$ cat config.mk
export PLATFORM = sky130hd
export DESIGN_NAME = fwd_unit
export DESIGN_NICKNAME = d
export VERILOG_FILES = /design/src/rtl/fwd_pkg.sv /design/src/rtl/fwd_match.sv /design/src/rtl/fwd_prio.sv /design/src/rtl/fwd_unit.sv
export SDC_FILE = /design/constraint.sdc
export NUM_CORES = 1
export LEC_CHECK = 0
export CAP_MARGIN = 20
export CELL_PAD_IN_SITES_DETAIL_PLACEMENT = 1
export CELL_PAD_IN_SITES_GLOBAL_PLACEMENT = 1
export CORE_MARGIN = 8
export CORE_UTILIZATION = 19
export DETAILED_ROUTE_END_ITERATION = 6
export PLACE_DENSITY_LB_ADDON = 0.1
export SLEW_MARGIN = 20
export SYNTH_ARGS = -nofsm -noshare
export SYNTH_HDL_FRONTEND = slang
export SYNTH_SLANG_ARGS = --single-unit
$ cat constraint.sdc
create_clock -name vclk -period 1.55
set_input_delay 0.31 -clock vclk [all_inputs]
set_output_delay 0.31 -clock vclk [all_outputs]
set_load 0.05 [all_outputs]
$ cat src/rtl/fwd_pkg.sv
package fwd_pkg;

    localparam int REG_BITS = 5;

    typedef enum logic [1:0] {
        SEL_RF  = 2'b00,
        SEL_WB  = 2'b01,
        SEL_EX  = 2'b10
    } fwd_sel_e;

    typedef struct packed {
        logic ex_hit;
        logic wb_hit;
    } hit_t;

endpackage

$ cat src/rtl/fwd_match.sv
module fwd_match #(
    parameter int REG_W = 5
) (
    input  logic [REG_W-1:0] src,
    input  logic [REG_W-1:0] dst,
    input  logic             we,
    output logic             hit
);

    logic hit_d;

    always_comb begin
        hit_d = 1'b0;
        if (we && (dst != '0) && (dst == src)) begin
            hit_d = 1'b1;
        end
    end

    assign hit = hit_d;

endmodule

$ cat src/rtl/fwd_prio.sv
module fwd_prio
    import fwd_pkg::*;
(
    input  hit_t     hits,
    output fwd_sel_e sel
);

    fwd_sel_e sel_d;

    always_comb begin
        if (hits.ex_hit) begin
            sel_d = SEL_EX;
        end else if (hits.wb_hit) begin
            sel_d = SEL_WB;
        end else begin
            sel_d = SEL_RF;
        end
    end

    assign sel = sel_d;

    always_comb begin
        AST_YOUNGER_WINS: assert (!hits.ex_hit || sel == SEL_EX)
            else $error("memory-stage hit not selected");
        AST_OLDER_ONLY: assert (!(hits.wb_hit && !hits.ex_hit) || sel == SEL_WB)
            else $error("write-back hit not selected");
        AST_IDLE_RF: assert (hits.ex_hit || hits.wb_hit || sel == SEL_RF)
            else $error("forward without a hit");
        AST_NO_ELEVEN: assert (sel != 2'b11)
            else $error("illegal select");
    end

endmodule

$ cat src/rtl/fwd_unit.sv
module fwd_unit
    import fwd_pkg::*;
#(
    parameter int REG_W = fwd_pkg::REG_BITS
) (
    input  logic [REG_W-1:0] src_a,
    input  logic [REG_W-1:0] src_b,
    input  logic [REG_W-1:0] ex_dst,
    input  logic             ex_we,
    input  logic [REG_W-1:0] wb_dst,
    input  logic             wb_we,
    output logic [1:0]       fwd_a,
    output logic [1:0]       fwd_b
);

    localparam int NUM_OPS = 2;

    logic [NUM_OPS-1:0][REG_W-1:0] src_vec;
    fwd_sel_e                      sel_vec [NUM_OPS];

    assign src_vec[0] = src_a;
    assign src_vec[1] = src_b;

    for (genvar g = 0; g < NUM_OPS; g++) begin : g_op
        hit_t hits;

        fwd_match #(.REG_W(REG_W)) i_ex_match (
            .src (src_vec[g]),
            .dst (ex_dst),
            .we  (ex_we),
            .hit (hits.ex_hit)
        );

        fwd_match #(.REG_W(REG_W)) i_wb_match (
            .src (src_vec[g]),
            .dst (wb_dst),
            .we  (wb_we),
            .hit (hits.wb_hit)
        );

        fwd_prio i_prio (
            .hits (hits),
            .sel  (sel_vec[g])
        );

        always_comb begin
            AST_ZERO_SRC: assert (src_vec[g] != '0 || sel_vec[g] == SEL_RF)
                else $error("register 0 forwarded");
            AST_NO_WRITERS: assert (ex_we || wb_we || sel_vec[g] == SEL_RF)
                else $error("forward with no writer");
        end
    end

    assign fwd_a = sel_vec[0];
    assign fwd_b = sel_vec[1];

endmodule

Word level (Yosys, flattened, before mapping)
Cells that the tools add are included.
{"block": "totals", "in_bits": 22, "ff_bits": 0, "out_inout_bits": 4, "word_cells": 20}
{"block": "op_classes", "n_eq_ne": 4, "n_mux": 8, "n_reduce_logical": 8}
{"op": "equality test 5 bit", "count": 4}
{"op": "nonzero test 5 bit", "count": 2}
{"op": "logical AND 1 bit", "count": 6}
{"op": "two-way mux 1 bit", "count": 6}
{"op": "two-way mux 2 bit", "count": 2}

Logic depth before layout (Yosys ltp)
{"block": "depth", "word_depth": 6, "ltp_mapped": 4, "depth_no_buf": 4}

Hierarchy
A second synthesis with hierarchy kept.
{"block": "unflattened", "cells_unflattened": 44, "hier_area_um2": 347.8}
{"mod": "fwd_match", "cells_each": 10, "area_each_um2": 76.3, "n_inst": 4, "seq_area_each_um2": 0.0}
{"mod": "fwd_prio", "cells_each": 2, "area_each_um2": 21.3, "n_inst": 2, "seq_area_each_um2": 0.0}

Least setup slack after synthesis
No wires, ideal clock.
{"block": "synth_timing", "path_type": "input -> output", "from": "input port ex_dst[3]", "to": "output port fwd_a[0]", "setup_slack_ps": -798, "path_buffers": 0, "arrival_ps": 2038, "required_time_ps": 1240, "stages": 4, "cell_sequence": "or4_1 > o21ai_2 > nor4_1 > nor4_2"}
{"block": "synth_via", "elab_chain_cells": 5, "word_cells_on_any_way": 6, "cone_classes": "1 x eq/ne; 2 x mux; 3 x reduce/logical"}
{"item": "start: declaration", "line": "fwd_unit.sv:8", "source": "input logic [REG_W-1:0] ex_dst,"}
{"item": "nonzero test 5 bit", "line": "fwd_match.sv:14", "source": "if (we && (dst != '0) && (dst == src)) begin"}
{"item": "logical AND 1 bit", "line": "fwd_match.sv:14"}
{"item": "logical AND 1 bit *", "line": "fwd_match.sv:14"}
{"item": "two-way mux 1 bit *", "line": "fwd_match.sv:14"}
{"item": "via g_op[0].i_ex_match.hit", "line": "fwd_match.sv:7", "source": "output logic hit"}
{"item": "two-way mux 2 bit *", "line": "fwd_prio.sv:11", "source": "if (hits.ex_hit) begin"}
{"item": "end: declaration", "line": "fwd_unit.sv:12", "source": "output logic [1:0] fwd_a,"}
Mark *: on every way through the listed nets, which the timed path passes. The rest lies on a longest branch.

Worst setup path after layout
{"block": "layout_timing", "from": "input port ex_dst[4]", "to": "output port fwd_a[0]"}
{"block": "layout_via", "elab_chain_cells": 5, "word_cells_on_any_way": 6, "cone_classes": "1 x eq/ne; 2 x mux; 3 x reduce/logical"}
{"item": "nonzero test 5 bit", "line": "fwd_match.sv:14"}
{"item": "logical AND 1 bit", "line": "fwd_match.sv:14"}
{"item": "logical AND 1 bit *", "line": "fwd_match.sv:14"}
{"item": "two-way mux 1 bit *", "line": "fwd_match.sv:14"}
{"item": "two-way mux 2 bit *", "line": "fwd_prio.sv:11"}
Mark *: on every way between the ends. The rest lies on a longest branch, timed or not.

==> results_dict.tcl <==
set metrics [dict create \
    grt_setup_unrepaired "yes" \
    crit_arrival_ps 1670 \
    finalSetupTns_ps -1470 \
    finalSetupViolCount 4 \
    fin_crit_ps 1980 \
    die_x_um 54.8 \
    grt.overflow.total 0 \
    min-delay-start "wb_dst[4]" \
    whs_ps 1170 \
    num_io_pins 26 \
    final-hold-violation-count 0 \
    drt_wl_total_um 1350 \
    hold_end "fwd_a[0]" \
    hold_buffers 0 \
    nFlopsAndLatches 0 \
    synth.distinct_cells 11 \
    violations "setup timing" \
    fin_area_um2 891 \
    seqCellArea_um2 0 \
    p_leak_nw 0.396 \
    final_cells 97 \
    firstDrtPassIters 1 \
    grt_pass1_vias 527 \
    synth_top_cells_by_area "xnor2_1 (49%), xor2_1 (12%), nor4_2 (8.8%)" \
    whs_path_depth 5 \
    yosysWarnings 0 \
    hold_class "input port to output port" \
    grt_pass1_wl_um 2250 \
    fmax_mhz 505 \
    rows 14 \
    pwr_density_cell_nw_per_um2 255 \
    areaGrowthSynthToFinish_pct 212 \
    worst_setup_path_start_kind "input port" \
    final_max_slew_viol_count 0 \
    yosys.area.top_type "xnor2_1" \
    relSlewSlack_pct 79.9 \
    port-buffer-count 26 \
    ys_seq_area_share_pct 0 \
    place.gp.congestion 0.740 \
    syn_inst 36 \
    numPlacedInstances 96 \
    dieHeight_um 54.8 \
    track_usage_pct 9.56 \
    core_area_um2 1450 \
    yosysTopAreaCellShare_pct 49.1 \
    vias 420 \
    worstSetupPathType "input port to output port" \
    ant_nets 0 \
    nets 105 \
    antenna_found_initial 0 \
    antenna_cells 0 \
    timing.final.ws_setup_ps -429 \
    min_period_over_period_pct 128 \
    cap_viol_max_count 0 \
    detail_route.wl_per_cell_um 13.9 \
    crit_fanout 2 \
    drtIter0Drc 0 \
    nFillCells 165 \
    synth_nets 58 \
    start_util_pct 19.6 \
    crit_required_ps 1240 \
    final_layout_size_suffix_gt1_share_pct 63.0 \
    clockBufferCount 0 \
    fp.dieArea_um2 3000 \
    placed_area_um2 758 \
    worstMarginPinSlew_ps 299 \
    drcViolationCount 0 \
    grt_max_degree 4 \
    ir_drop_mv 0.123 \
    cp-end-kind "output port" \
    viasPerCell 4.33 \
    syn_area_per_cell_um2 7.92 \
    status "finished, violations left" \
    utilization_pct 61.3 \
    syn_area_um2 285 \
]
critical path: stages:
cell and delay (ps):
buf_6 90, or4_4 540, o21ai_4 210, nor4_4 70
nor4_4 270, buf_12 180
worst max-delay path by stage:
stage / start / end / slack [ps] / cells past startpoint
3_5_place_dp: ex_dst[3] / fwd_a[0] / -830 / 6
2_1_floorplan: ex_dst[3] / fwd_a[0] / -440 / 4
4_1_cts: ex_dst[4] / fwd_b[0] / -500 / 6
6_report: ex_dst[4] / fwd_a[0] / -430 / 6
3_3_place_gp: ex_dst[3] / fwd_a[0] / -790 / 6
5_1_grt: ex_dst[4] / fwd_b[0] / -480 / 6
area by class of cell:
class                           instances  area (um2)  area share (%)
Multi-Input combinational cell         34         410            46.1
Tap cell                               16        20.0            2.25
Timing Repair Buffer                   47         460            51.7
cell usage in the layout (no fill, tap or decap):
cell type        netlist  layout
buf_6                  0       6
dlymetal6s2s_1         0       5
xor2_2                 0       2
nor2_4                 0       1
buf_4                  2      17
nand2_1                2       2
xor2_1                 4       2
nand3_2                0       2
clkdlybuf4s50_1        0       6
xnor2_1               16      10
buf_2                  0       2
clkdlybuf4s15_2        0       1
nand4_1                2       2
nor4_4                 0       4
clkbuf_2               0       3
buf_12                 0       4
xnor2_2                0       6
dlygate4sd2_1          0       3
or4_4                  0       2
o21ai_4                0       1
repair_timing:
action,in CTS,in global routing
setup endpoints to repair,4,4
buffers inserted,1,0
cloned,0,0
resized for setup,37,24
pin swaps,8,13
synthesized netlist by cell type:
cell / count
xnor2_1: 16
xor2_1: 4
buf_4: 2
nand2_1: 2
nand3_1: 2
nand4_1: 2
nor4_1: 2
nor4_2: 2
or4_1: 2
nor2_1: 1
o21ai_2: 1
layer usage:
layer	wire [um]	up-vias	track usage [%]
met5	0	-	0
li1	-	217	-
met4	0	0	0
met1	585	186	11.7
met3	87	0	1.09
met2	678	17	18.1
through the flow:
stage | setup slack [ps] | power, mW
2_1_floorplan | -437 | 0.0668
3_3_place_gp | -785 | 0.191
3_5_place_dp | -828 | 0.193
4_1_cts | -498 | 0.205
5_1_grt | -476 | 0.242
6_report | -429 | 0.227
logic make-up after synthesis:
| kind of cell | share of synthesized area (%) |
|---|---|
| XOR/XNOR | 61.4 |
| buffers and inverters | 5.26 |
| AND/OR/NAND/NOR | 30.3 |
| AO/OA/AOI/OAI | 3.07 |
where the power goes:
group	switching [mW]	total (mW)	internal (mW)
clock network	0	0	0
logic	0.0955	0.227	0.132
registers	0	0	0
total	0.0955	0.227	0.132
Power figures use the tool's default switching activity.
